===== src/rtl/ifr_pkg.sv =====
package ifr_pkg;
  localparam int unsigned BYTE_W    = 8;
  localparam int unsigned PAGE_W    = 2;
  localparam int unsigned NOPND_MAX = 3;
  localparam int unsigned CNT_W     = $clog2(NOPND_MAX + 1);
  localparam int unsigned LEN_W     = $clog2(NOPND_MAX + 3);

  typedef enum logic [1:0] {
    ST_HEAD,
    ST_OPC,
    ST_OPND
  } seq_st_e;

  typedef struct packed {
    logic             legal;
    logic [CNT_W-1:0] nops;
  } opc_info_t;

  function automatic opc_info_t opc_lookup(input logic [PAGE_W-1:0] pg,
                                           input logic [BYTE_W-1:0] op);
    opc_info_t r;
    r.legal = 1'b1;
    r.nops  = '0;
    case (pg)
      2'd0: case (op)
        8'h01, 8'h08, 8'h3F:        r.nops = CNT_W'(0);
        8'h20, 8'h86, 8'h96, 8'hA6: r.nops = CNT_W'(1);
        8'hB6, 8'hCE:               r.nops = CNT_W'(2);
        8'h12:                      r.nops = CNT_W'(3);
        default:                    r.legal = 1'b0;
      endcase
      2'd1: case (op)
        8'h08:   r.nops = CNT_W'(0);
        8'hA6:   r.nops = CNT_W'(1);
        8'hCE:   r.nops = CNT_W'(2);
        8'h1E:   r.nops = CNT_W'(3);
        default: r.legal = 1'b0;
      endcase
      2'd2: case (op)
        8'hA3:        r.nops = CNT_W'(1);
        8'h83, 8'hB3: r.nops = CNT_W'(2);
        default:      r.legal = 1'b0;
      endcase
      default: case (op)
        8'hA3, 8'hEE: r.nops = CNT_W'(1);
        default:      r.legal = 1'b0;
      endcase
    endcase
    return r;
  endfunction
endpackage


===== src/rtl/ifr_decode.sv =====
module ifr_decode
  import ifr_pkg::*;
#(
  parameter logic [BYTE_W-1:0] PRE_P1 = 8'h18,
  parameter logic [BYTE_W-1:0] PRE_P2 = 8'h1A,
  parameter logic [BYTE_W-1:0] PRE_P3 = 8'hCD
) (
  input  logic [BYTE_W-1:0] byte_i,
  input  logic [PAGE_W-1:0] sel_page_i,
  output logic              is_pre_o,
  output logic [PAGE_W-1:0] pre_page_o,
  output opc_info_t         info_o
);
  localparam int unsigned NPAGE = 1 << PAGE_W;
  localparam logic [(NPAGE-1)*BYTE_W-1:0] PRE_TBL = {PRE_P3, PRE_P2, PRE_P1};

  logic [NPAGE-1:0] hit;
  assign hit[0] = 1'b0;

  for (genvar g = 1; g < NPAGE; g++) begin : g_pre
    assign hit[g] = (byte_i == PRE_TBL[(g-1)*BYTE_W +: BYTE_W]);
  end

  always_comb begin
    pre_page_o = '0;
    for (int i = 1; i < NPAGE; i++) begin
      if (hit[i]) pre_page_o = PAGE_W'(i);
    end
  end

  assign is_pre_o = |hit;
  assign info_o   = opc_lookup(sel_page_i, byte_i);
endmodule


===== src/rtl/ifr_seq.sv =====
module ifr_seq
  import ifr_pkg::*;
(
  input  logic              clk_i,
  input  logic              rst_ni,
  input  logic              flush_i,
  input  logic              fire_i,
  input  logic              is_pre_i,
  input  logic [PAGE_W-1:0] pre_page_i,
  input  opc_info_t         info_i,
  output logic [PAGE_W-1:0] sel_page_o,
  output logic              load_opc_o,
  output logic              load_opnd_o,
  output logic [CNT_W-1:0]  idx_o,
  output logic              done_o,
  output logic [PAGE_W-1:0] fr_page_o,
  output logic              fr_pre_o,
  output logic [CNT_W-1:0]  fr_nops_o,
  output logic              fr_illegal_o
);
  seq_st_e           st_q;
  logic [PAGE_W-1:0] page_q;
  logic [CNT_W-1:0]  nops_q, idx_q;
  logic              pre_q;
  logic              take_pre, last_opnd;

  always_comb begin
    sel_page_o   = (st_q == ST_OPC) ? page_q : '0;
    take_pre     = fire_i && (st_q == ST_HEAD) && is_pre_i;
    load_opc_o   = fire_i && ((st_q == ST_OPC) || ((st_q == ST_HEAD) && !is_pre_i));
    load_opnd_o  = fire_i && (st_q == ST_OPND);
    last_opnd    = (idx_q == nops_q - CNT_W'(1));
    done_o       = (load_opc_o && (info_i.nops == '0)) || (load_opnd_o && last_opnd);
    fr_page_o    = load_opc_o ? sel_page_o : page_q;
    fr_pre_o     = load_opc_o ? (st_q == ST_OPC) : pre_q;
    fr_nops_o    = load_opc_o ? info_i.nops : nops_q;
    fr_illegal_o = load_opc_o && !info_i.legal;
  end

  assign idx_o = idx_q;

  always_ff @(posedge clk_i or negedge rst_ni) begin
    if (!rst_ni) begin
      st_q   <= ST_HEAD;
      page_q <= '0;
      nops_q <= '0;
      idx_q  <= '0;
      pre_q  <= 1'b0;
    end else if (flush_i) begin
      st_q   <= ST_HEAD;
      page_q <= '0;
      idx_q  <= '0;
      pre_q  <= 1'b0;
    end else begin
      if (take_pre) begin
        st_q   <= ST_OPC;
        page_q <= pre_page_i;
      end
      if (load_opc_o) begin
        page_q <= sel_page_o;
        pre_q  <= (st_q == ST_OPC);
        nops_q <= info_i.nops;
        idx_q  <= '0;
        st_q   <= (info_i.nops == '0) ? ST_HEAD : ST_OPND;
      end
      if (load_opnd_o) begin
        idx_q <= idx_q + CNT_W'(1);
        if (last_opnd) st_q <= ST_HEAD;
      end
    end
  end
endmodule


===== src/rtl/ifr_frame_reg.sv =====
module ifr_frame_reg
  import ifr_pkg::*;
(
  input  logic                        clk_i,
  input  logic                        rst_ni,
  input  logic [BYTE_W-1:0]           byte_i,
  input  logic                        load_opc_i,
  input  logic                        load_opnd_i,
  input  logic [CNT_W-1:0]            idx_i,
  input  logic                        done_i,
  input  logic [PAGE_W-1:0]           fr_page_i,
  input  logic                        fr_pre_i,
  input  logic [CNT_W-1:0]            fr_nops_i,
  input  logic                        fr_illegal_i,
  output logic                        valid_o,
  output logic                        prebyte_o,
  output logic [PAGE_W-1:0]           page_o,
  output logic [BYTE_W-1:0]           opcode_o,
  output logic [NOPND_MAX*BYTE_W-1:0] opnd_o,
  output logic [CNT_W-1:0]            cnt_o,
  output logic [LEN_W-1:0]            len_o,
  output logic                        illegal_o
);
  logic [BYTE_W-1:0]           op_q;
  logic [NOPND_MAX*BYTE_W-1:0] slot_bus;

  for (genvar k = 0; k < NOPND_MAX; k++) begin : g_slot
    logic [BYTE_W-1:0] q, d;
    always_comb begin
      if (load_opnd_i && (idx_i == CNT_W'(k))) d = byte_i;
      else if (load_opc_i)                     d = '0;
      else                                     d = q;
    end
    always_ff @(posedge clk_i or negedge rst_ni) begin
      if (!rst_ni) q <= '0;
      else         q <= d;
    end
    assign slot_bus[k*BYTE_W +: BYTE_W] = d;
  end

  always_ff @(posedge clk_i or negedge rst_ni) begin
    if (!rst_ni) op_q <= '0;
    else if (load_opc_i) op_q <= byte_i;
  end

  always_ff @(posedge clk_i or negedge rst_ni) begin
    if (!rst_ni) begin
      valid_o   <= 1'b0;
      prebyte_o <= 1'b0;
      page_o    <= '0;
      opcode_o  <= '0;
      opnd_o    <= '0;
      cnt_o     <= '0;
      len_o     <= '0;
      illegal_o <= 1'b0;
    end else begin
      valid_o <= done_i;
      if (done_i) begin
        prebyte_o <= fr_pre_i;
        page_o    <= fr_page_i;
        opcode_o  <= load_opc_i ? byte_i : op_q;
        opnd_o    <= slot_bus;
        cnt_o     <= fr_nops_i;
        len_o     <= LEN_W'(fr_pre_i) + LEN_W'(1) + LEN_W'(fr_nops_i);
        illegal_o <= fr_illegal_i;
      end
    end
  end
endmodule


===== src/rtl/prebyte_framer.sv =====
module prebyte_framer
  import ifr_pkg::*;
#(
  parameter logic [7:0] PRE_P1 = 8'h18,
  parameter logic [7:0] PRE_P2 = 8'h1A,
  parameter logic [7:0] PRE_P3 = 8'hCD
) (
  input  logic        clk_i,
  input  logic        rst_ni,
  input  logic        flush_i,
  input  logic [7:0]  byte_i,
  input  logic        byte_valid_i,
  output logic        byte_ready_o,
  output logic        instr_valid_o,
  output logic        prebyte_o,
  output logic [1:0]  page_o,
  output logic [7:0]  opcode_o,
  output logic [23:0] opnd_o,
  output logic [1:0]  opnd_cnt_o,
  output logic [2:0]  len_o,
  output logic        illegal_o
);
  logic              fire, is_pre, load_opc, load_opnd, done;
  logic              fr_pre, fr_illegal;
  logic [PAGE_W-1:0] pre_page, sel_page, fr_page;
  logic [CNT_W-1:0]  idx, fr_nops;
  opc_info_t         info;

  // one stall cycle per frame keeps the output stage single-entry
  assign byte_ready_o = !instr_valid_o && !flush_i;
  assign fire         = byte_valid_i && byte_ready_o;

  ifr_decode #(
    .PRE_P1(PRE_P1), .PRE_P2(PRE_P2), .PRE_P3(PRE_P3)
  ) i_decode (
    .byte_i    (byte_i),
    .sel_page_i(sel_page),
    .is_pre_o  (is_pre),
    .pre_page_o(pre_page),
    .info_o    (info)
  );

  ifr_seq i_seq (
    .clk_i       (clk_i),
    .rst_ni      (rst_ni),
    .flush_i     (flush_i),
    .fire_i      (fire),
    .is_pre_i    (is_pre),
    .pre_page_i  (pre_page),
    .info_i      (info),
    .sel_page_o  (sel_page),
    .load_opc_o  (load_opc),
    .load_opnd_o (load_opnd),
    .idx_o       (idx),
    .done_o      (done),
    .fr_page_o   (fr_page),
    .fr_pre_o    (fr_pre),
    .fr_nops_o   (fr_nops),
    .fr_illegal_o(fr_illegal)
  );

  ifr_frame_reg i_frame (
    .clk_i       (clk_i),
    .rst_ni      (rst_ni),
    .byte_i      (byte_i),
    .load_opc_i  (load_opc),
    .load_opnd_i (load_opnd),
    .idx_i       (idx),
    .done_i      (done),
    .fr_page_i   (fr_page),
    .fr_pre_i    (fr_pre),
    .fr_nops_i   (fr_nops),
    .fr_illegal_i(fr_illegal),
    .valid_o     (instr_valid_o),
    .prebyte_o   (prebyte_o),
    .page_o      (page_o),
    .opcode_o    (opcode_o),
    .opnd_o      (opnd_o),
    .cnt_o       (opnd_cnt_o),
    .len_o       (len_o),
    .illegal_o   (illegal_o)
  );
endmodule


===== config.mk =====
export PLATFORM = sky130hd
export DESIGN_NAME = prebyte_framer
export DESIGN_NICKNAME = d
export VERILOG_FILES = /design/src/rtl/ifr_pkg.sv /design/src/rtl/ifr_decode.sv /design/src/rtl/ifr_seq.sv /design/src/rtl/ifr_frame_reg.sv /design/src/rtl/prebyte_framer.sv
export SDC_FILE = /design/constraint.sdc
export NUM_CORES = 1
export LEC_CHECK = 0
export ABC_AREA = 1
export CAP_MARGIN = 40
export CORE_AREA = 4 4 97 99
export DETAILED_ROUTE_END_ITERATION = 6
export DIE_AREA = 0 0 101 103
export GPL_TIMING_DRIVEN = 0
export PLACE_DENSITY = 0.67
export SLEW_MARGIN = 20
export SYNTH_ARGS = -nofsm -noshare
export SYNTH_HDL_FRONTEND = slang
export SYNTH_SLANG_ARGS = --single-unit

===== constraint.sdc =====
create_clock -name clk_i -period 2.85 [get_ports clk_i]
set_input_delay 0.855 -clock clk_i [delete_from_list [all_inputs] [get_ports clk_i]]
set_output_delay 0.855 -clock clk_i [all_outputs]
set_load 0.01 [all_outputs]

## After elaboration in Yosys (flattened, before gate mapping)

Index checks and enable logic that the tools add are counted.

- Add/sub/neg operators: 4
- Multipliers: 0
- Divide/modulo/power cells: 0
- $lt $le $gt $ge: 0
- Equal/unequal tests: 25
- Shift-type cells: 0
- Multiplexer cells: 36
- Bitwise gates (word level): 0
- Reduce and logical (&&, ||, !) cells: 33

Operators with widths:

| operator | number |
|---|---|
| == test 8 bit (second input constant) | 10 |
| two-way mux 8 bit | 7 |
| two-way mux 2 bit | 17 |
| == test 8 x 5 -> 1 bit (second input constant) | 4 |
| == test 8 x 6 -> 1 bit (second input constant) | 2 |
| logical AND 1 bit | 13 |
| case mux 2 bit (3 select lines) | 2 |
| OR reduction 10 bit | 1 |
| case mux 3 bit (3 select lines) | 1 |
| == test 8 x 1 -> 1 bit (second input constant) | 1 |
| == test 8 x 4 -> 1 bit (second input constant) | 1 |
| logical NOT 2 bit | 4 |
| two-way mux 1 bit | 8 |
| OR reduction 4 bit | 2 |
| == test 2 x 1 -> 1 bit (second input constant) | 3 |
| == test 2 bit (second input constant) | 3 |
| nonzero test 3 bit | 2 |
| OR reduction 2 bit | 3 |
| OR reduction 3 bit | 2 |
| logical NOT 1 bit | 4 |
| case mux 2 bit (2 select lines) | 1 |
| adder 3 x 2 -> 3 bit | 1 |
| adder 1 x 1 -> 2 bit (second input constant) | 1 |
| adder 2 x 1 -> 2 bit (second input constant) | 1 |
| 3 further kinds | 4 |

- Flip-flop bits (word level): 83
- Latch bits: 0
- Bits in writable memories: 0
- Bits in read-only memories: 0
- Input port bits: 12
- Output and inout port bits: 43
- Word-level logic and storage cells: 115
- Memories: 0

## Depth between registers and ports, before layout

Gate-level depths: netlist of the first run.

- Depth in word-level cells: 10
- Gate-level depth with buffers: 16
- Gate-level depth less buffers: 15

## Hierarchy

Synthesis of the first run repeated with hierarchy kept, for this count alone.

- Cell total of the unflattened synthesis: 533
- Area, all modules: 4096.4 µm²

By module, submodules not included:

| module | instances | cells an instance | area an instance (µm²) | seq. area each (µm²) |
|---|---|---|---|---|
| ifr_frame_reg | 1 | 344 | 3069.2 | 1851.8 |
| ifr_seq | 1 | 82 | 558.0 | 225.2 |
| ifr_decode | 1 | 101 | 441.7 | 0.0 |
| prebyte_framer | 1 | 6 | 27.5 | 0.0 |

## Worst setup path after synthesis of the first run

OpenSTA, ideal clock, no wires.

- Kind: input to register
- Start point: input port flush_i
- End point: register i_frame.len_o[1]
- Setup time: 0.117 ns
- Arrival time: 2.625 ns
- Data required time: 2.733 ns
- Setup slack: 0.108 ns
- Cell stages on the path: 13
- Path buffers: 1
- Cell sequence: nor2_2 > nand2_1 > nor2_1 > nand2_1 > buf_6 > inv_1 > nor2_1 > nor2_2 > inv_2 > ha_1 > fa_1 > nand2_1 > nand2_1

- Cells in the longest elaborated chain, start to end: 7
- Elaborated cells between the ends (all ways): 12
- Those cells by class: add/sub (2); mux (2); reduce/logical (8)

RTL lines:

| item | RTL line | RTL |
|---|---|---|
| start: declaration | prebyte_framer.sv:10 | `input logic flush_i,` |
| logical NOT 1 bit | prebyte_framer.sv:30 | `assign byte_ready_o = !instr_valid_o && !flush_i;` |
| logical AND 1 bit | prebyte_framer.sv:30 |  |
| logical AND 1 bit | prebyte_framer.sv:31 | `assign fire = byte_valid_i && byte_ready_o;` |
| logical AND 1 bit | ifr_seq.sv:30 | `load_opc_o = fire_i && ((st_q == ST_OPC) \|\| ((st_q == ST_HEAD) && !is_pre_i));` |
| two-way mux 1 bit | - |  |
| via fr_pre | prebyte_framer.sv:24 | `logic fr_pre, fr_illegal;` |
| adder 1 x 1 -> 2 bit | ifr_frame_reg.sv:64 | `len_o <= LEN_W'(fr_pre_i) + LEN_W'(1) + LEN_W'(fr_nops_i);` |
| adder 3 x 2 -> 3 bit | ifr_frame_reg.sv:64 |  |
| end signal: assignment | ifr_frame_reg.sv:64 |  |
| end: declaration | ifr_frame_reg.sv:21 | `output logic [LEN_W-1:0] len_o,` |

The timed path passes the listed nets, and every way through them passes these cells.
A chain may end at the register's enable or synchronous reset.

## Worst setup path after layout of the first run

- Start point: input port flush_i
- End point: output port byte_ready_o

- Cells in the longest elaborated chain, start to end: 2

RTL lines:

| item | RTL line | RTL |
|---|---|---|
| logical NOT 1 bit | prebyte_framer.sv:30 |  |
| logical AND 1 bit | prebyte_framer.sv:30 |  |
| end: declaration | prebyte_framer.sv:13 | `output logic byte_ready_o,` |

No other way between the ends.

==> results of run 1 <==
## kinds of logic (layout without fill, tap and decap cells)
family / after synthesis / after routing / share of synthesized area
XOR/XNOR: 1 / 1 / 0.00232
adder cells (fa/ha/maj): 5 / 5 / 0.0185
flip-flops: 83 / 83 / 0.549
AND/OR/NAND/NOR: 274 / 274 / 0.310
AO/OA/AOI/OAI: 45 / 45 / 0.0609
buffers and inverters: 43 / 124 / 0.0586
## Yosys cell counts
master | instances | area, µm²
nor3_1 | 1 | 5.00
nand2_1 | 148 | 556
nor4_1 | 1 | 6.26
xor2_1 | 1 | 8.76
clkbuf_1 | 7 | 26.3
inv_2 | 8 | 30.0
ha_1 | 4 | 50.1
buf_6 | 7 | 78.8
nor2_1 | 37 | 139
dfrtp_1 | 83 | 2080
o211ai_1 | 2 | 15.0
fa_1 | 1 | 20.0
a21oi_1 | 1 | 5.00
nand3_2 | 1 | 10.0
nand3_1 | 73 | 365
clkinv_1 | 1 | 3.75
o21ai_0 | 12 | 60.1
nor2_2 | 5 | 31.3
nand2_2 | 4 | 25.0
buf_2 | 6 | 30.0
nand4_1 | 1 | 6.26
or2_2 | 1 | 6.26
nor3_4 | 1 | 16.3
o21ai_1 | 30 | 150
inv_1 | 14 | 52.6
and3_1 | 1 | 6.26
## metrics by stage
stage	setup slack (ps)	utilization	instance area (µm²)
floorplan	108	-	3780
global placement	-2020	0.521	4460
detailed placement	-727	0.524	4480
CTS	-42.3	0.557	4760
global route	-3.63	0.560	4790
finish	88.7	0.560	4790
## critical path, stage by stage
cell             delay [ps]
dlygate4sd2_1           320
nor2_2                  170
clkdlybuf4s50_1         560
## worst max path at each step
| stage | from | to | slack, ps | cells after the start |
|---|---|---|---|---|
| floorplan | flush_i | i_frame.len_o[1] | 110 | 13 |
| global placement | rst_ni | i_frame.opnd_o[11] | -2020 | 1 |
| detailed placement | flush_i | i_frame.len_o[1] | -730 | 14 |
| CTS | byte_i[2] | i_frame.len_o[1] | -40 | 15 |
| global route | byte_i[5] | i_frame.len_o[1] | -4 | 16 |
| finish | flush_i | byte_ready_o | 90 | 3 |
## per-layer routing
metal	track usage	up-vias	part of all wire
met5	0	-	0
met4	0.0695	0	0.017
met3	0.0433	14	0.061
met2	0.317	91	0.46
met1	0.280	1553	0.46
li1	-	1617	-
## cell type report
type / instances / area [µm²] / area share
repair buffers: 65 / 633 / 0.132
multi-input cells: 325 / 1520 / 0.316
well taps: 108 / 135 / 0.0282
plain buffers: 20 / 139 / 0.0290
clock buffers: 11 / 151 / 0.0316
inverters: 23 / 93.8 / 0.0196
clock inverters: 5 / 43.8 / 0.00915
flip-flops and latches: 83 / 2080 / 0.434
## what timing repair did
action	in CTS	in global routing
pin swaps	2	0
setup endpoints to repair	4	2
resized for setup	19	10
buffers inserted	10	0
## flip-flops by register name (all words and copies together) (netlist names), 2 cells and up
register / count
i_frame.len_o: 3
i_seq.page_q: 2
i_seq.idx_o: 2
i_frame.cnt_o: 2
i_frame.op_q: 8
i_frame.opnd_o: 24
i_frame.page_o: 2
i_seq.st_q: 2
i_seq.nops_q: 2
i_frame.opcode_o: 8
i_frame.g_slot.q: 24
## power by group
group	switching (µW)	internal, µW
clock network	448	375
logic	273	241
registers	55.2	1290
==> flow_summary.ini, run 1 <==
[outcome]
status = completed

[route]
routed_via_density = 5.12
vias = 3275
drtPass1Iterations = 4
antenna_left = 0
drt_wl_total_mm = 9.71
wl_per_cell_um = 15.2
drt_iter0_drc = 146
drc = 0

[power_and_ir_drop]
leakage_uw = 0.00242
p_total_uw = 2680
worst_ir_drop_vdd_mv = 0.304
power.density_nw_per_um2 = 559

[layout]
final_common_cell = nand2_1
num-nets-final = 544
drive_gt1_frac = 0.143
fill_cells = 808
area_growth_pct = 26.7
num_antenna_cells = 0
final_cell_mix = nand2_1 (145), dfrtp_1 (83), nand3_1 (73), clkdlybuf4s50_1 (44), nor2_1 (30)
fin_cells = 640

[worst_setup_path]
reg2reg_depth = 13
crit_path_end_kind = output pin
start_kind = input port
path_class = input port to output pin
required_ps = 2000
timing.rr.start = i_frame.valid_o
reg2reg_to = i_frame.len_o[1]
reg2reg_slack_ps = 540
cp.arrival_ps = 1910
crit_fanout = 5

[sta]
hold_ws_ps = 453
relSlewSlack = 0.678
final_max_slew_viol_count = 0
clock.fmax_mhz = 362
finClkSkew_ps = 11.3
fin_tns_setup_ps = 0
timing.final.crit_share = 0.969
worst_pin_slew_ps = 484
setup-violations-final = 0
fin_crit_ps = 2760
timing.final.hold_violations = 0

[clock_tree]
h-tree-depth = 3
cts_root_buffer = clkbuf_8
ctsLongestPathBuffers = 2
cts.clk_slew.worst_paths_ps = 90
ctsHoldBuffers = 0
cts_tree = done
clk_latency_ps = 360
cts_buffers = 9
cts.sinks = 83

[die]
die_y_um = 103
ios = 55
dieArea_um2 = 10400
rows = 34
floorplan.core_area_um2 = 8550
initial_utilization = 0.442
dieWidth_um = 101

[placed_design]
routabilityCongestion = 0.811
place_inst = 614
dp_hpwl_mm = 6.90
io_buffers = 54

[synthesis]
synth_cell_types = 26
seq_area_frac_synth = 0.549
syn_inst = 451
syn_nets = 468
avgSynthCellArea_um2 = 8.38
ys_seq_elements = 83
synth_warnings = 0
synth_area_um2 = 3780

[global_route]
antenna_found_initial = 0
grt_pass1_vias = 3233
gr-total-overflow = 0
grt_pass1_wl_mm = 16.1
grtUsageTotal = 0.202
grt_max_degree = 49

[worst_hold_path]
hold_path.class = input port to asynchronous set/reset pin

[job]
drv_cap = 0
Note: power is estimated with default switching activity, not from simulation.
==> run 2: changes to the inputs <==
Settings changed: CORE_AREA 4 4 97 99 to 4 4 89 91, DIE_AREA 0 0 101 103 to 0 0 93 95, PLACE_DENSITY 0.67 to 0.78.
==> flow_summary.ini, run 2 (same netlist as run 1, synthesis figures left out) <==
[outcome]
status = completed

[route]
drtPass1Iterations = 5
wl_per_cell_um = 14.8
routed_via_density = 5.24
drt_wl_total_mm = 9.46
drt_iter0_drc = 243
vias = 3352
drc = 0
antenna_left = 0

[clock_tree]
ctsHoldBuffers = 0
clk_latency_ps = 360
cts_buffers = 9
cts_tree = done
h-tree-depth = 3
cts_root_buffer = clkbuf_8
ctsLongestPathBuffers = 2
cts.clk_slew.worst_paths_ps = 80
cts.sinks = 83

[worst_setup_path]
reg2reg_depth = 13
crit_path_end = byte_ready_o
crit_chain = dlygate4sd2_1 > nor2_2 > clkdlybuf4s50_1
required_ps = 2000
crit_fanout = 5
path_class = input port to output pin
reg2reg_to = i_frame.len_o[1]
cpPeakStageDelay_ps = 550
crit_path_end_kind = output pin
reg2reg_slack_ps = 530
timing.rr.start = i_seq.st_q[0]
cp.arrival_ps = 1870
start_kind = input port
startpoint = flush_i
critPathSlowestCell = clkdlybuf4s50_1

[job]
drv_cap = 0

[placed_design]
place_inst = 605
routabilityCongestion = 0.920
dp_hpwl_mm = 6.43
io_buffers = 54
post_dp_cell_area_um2 = 4460

[sta]
clock.fmax_mhz = 367
final_max_slew_viol_count = 0
relSlewSlack = 0.603
timing.final.crit_share = 0.957
fin_crit_ps = 2730
finClkSkew_ps = 10.8
setup-violations-final = 0
hold_ws_ps = 504
timing.final.hold_violations = 0
rsz0062_at_grt = no
worst_pin_slew_ps = 596

[layout]
num-nets-final = 554
final_common_cell = nand2_1
fin_cells = 640
finalInstanceArea_um2 = 4870
area_growth_pct = 28.9
drive_gt1_frac = 0.166
final_cell_mix = nand2_1 (140), dfrtp_1 (83), nand3_1 (73), clkdlybuf4s50_1 (44), o21ai_1 (30)
num_antenna_cells = 0
top_regs = i_frame.g_slot.q x24, i_frame.opnd_o x24

[global_route]
grt_max_degree = 49
antenna_found_initial = 0
grt_pass1_vias = 3347
gr-total-overflow = 0
grtUsageTotal = 0.235
grt_pass1_wl_mm = 16.1

[die]
rows = 31
dieWidth_um = 93
die_y_um = 95
ios = 55
dieArea_um2 = 8840
initial_utilization = 0.530
floorplan.core_area_um2 = 7140

[power_and_ir_drop]
p_sw_uw = 758
seq_power_share = 0.496
power_frac_comb = 0.203
power.internal_uw = 1950
worst_ir_drop_vdd_mv = 0.375
p_clk_frac = 0.301
leakage_uw = 0.00247
switching_share = 0.280
power.density_nw_per_um2 = 555

[worst_hold_path]
hold_path.class = input port to asynchronous set/reset pin
run 2: per-layer routing:
layer  routed length (µm)  global-route usage  vias up
li1                     -                   -     1636
met1                 4150               0.313     1581
met2                 4580               0.380      110
met3                  461              0.0359       25
met4                  263               0.112        0
met5                    0                   0        -
run 2: repair_timing:
item | in CTS | in global routing
gates resized for setup | 32 | 10
setup endpoints to repair | 4 | 2
pin swaps | 6 | 7
buffers inserted | 18 | 2
run 2: worst min path at each step:
stage	cells after the start	end	slack, ps
2_1_floorplan	2	i_frame.op_q[3]	460
3_3_place_gp	2	i_frame.op_q[6]	480
6_report	1	i_frame.opnd_o[16]	500
3_5_place_dp	2	i_frame.op_q[3]	490
4_1_cts	2	i_frame.op_q[3]	510
5_1_grt	2	i_frame.op_q[6]	540
run 2: power by group through the flow:
stage                     sequential (µW)  combinational (µW)  clock [µW]
after floorplan                      1390                 207           0
after global placement               1360                 487           0
after detailed placement             1360                 501           0
after CTS                            1340                 545         820
after global routing                 1360                 602         875
final                                1340                 549         814
run 2: cell type report:
class	count	area (µm²)
clock inverter	5	55.1
sequential	83	2080
multi-input combinational	325	1550
clock buffer	10	128
timing repair buffer	75	703
buffer	20	135
tap	99	124
fill	597	2260
inverter	23	96.3
run 2: stage by stage:
stage | power, µW | setup WS [ps] | util | TNS [ps]
after floorplan | 1600 | 108 | - | 0
after global placement | 1850 | -1890 | 0.623 | -165580
after detailed placement | 1860 | -783 | 0.625 | -10510
after CTS | 2710 | 4.97 | 0.677 | 0
after global routing | 2840 | 2.09 | 0.683 | 0
final | 2710 | 123 | 0.683 | 0
run 2: worst max-delay path, delay by kind of cell:
kind | cells | cell delay, ps
and+or+nand+nor | 1 | 140
buffers and inverters | 2 | 880
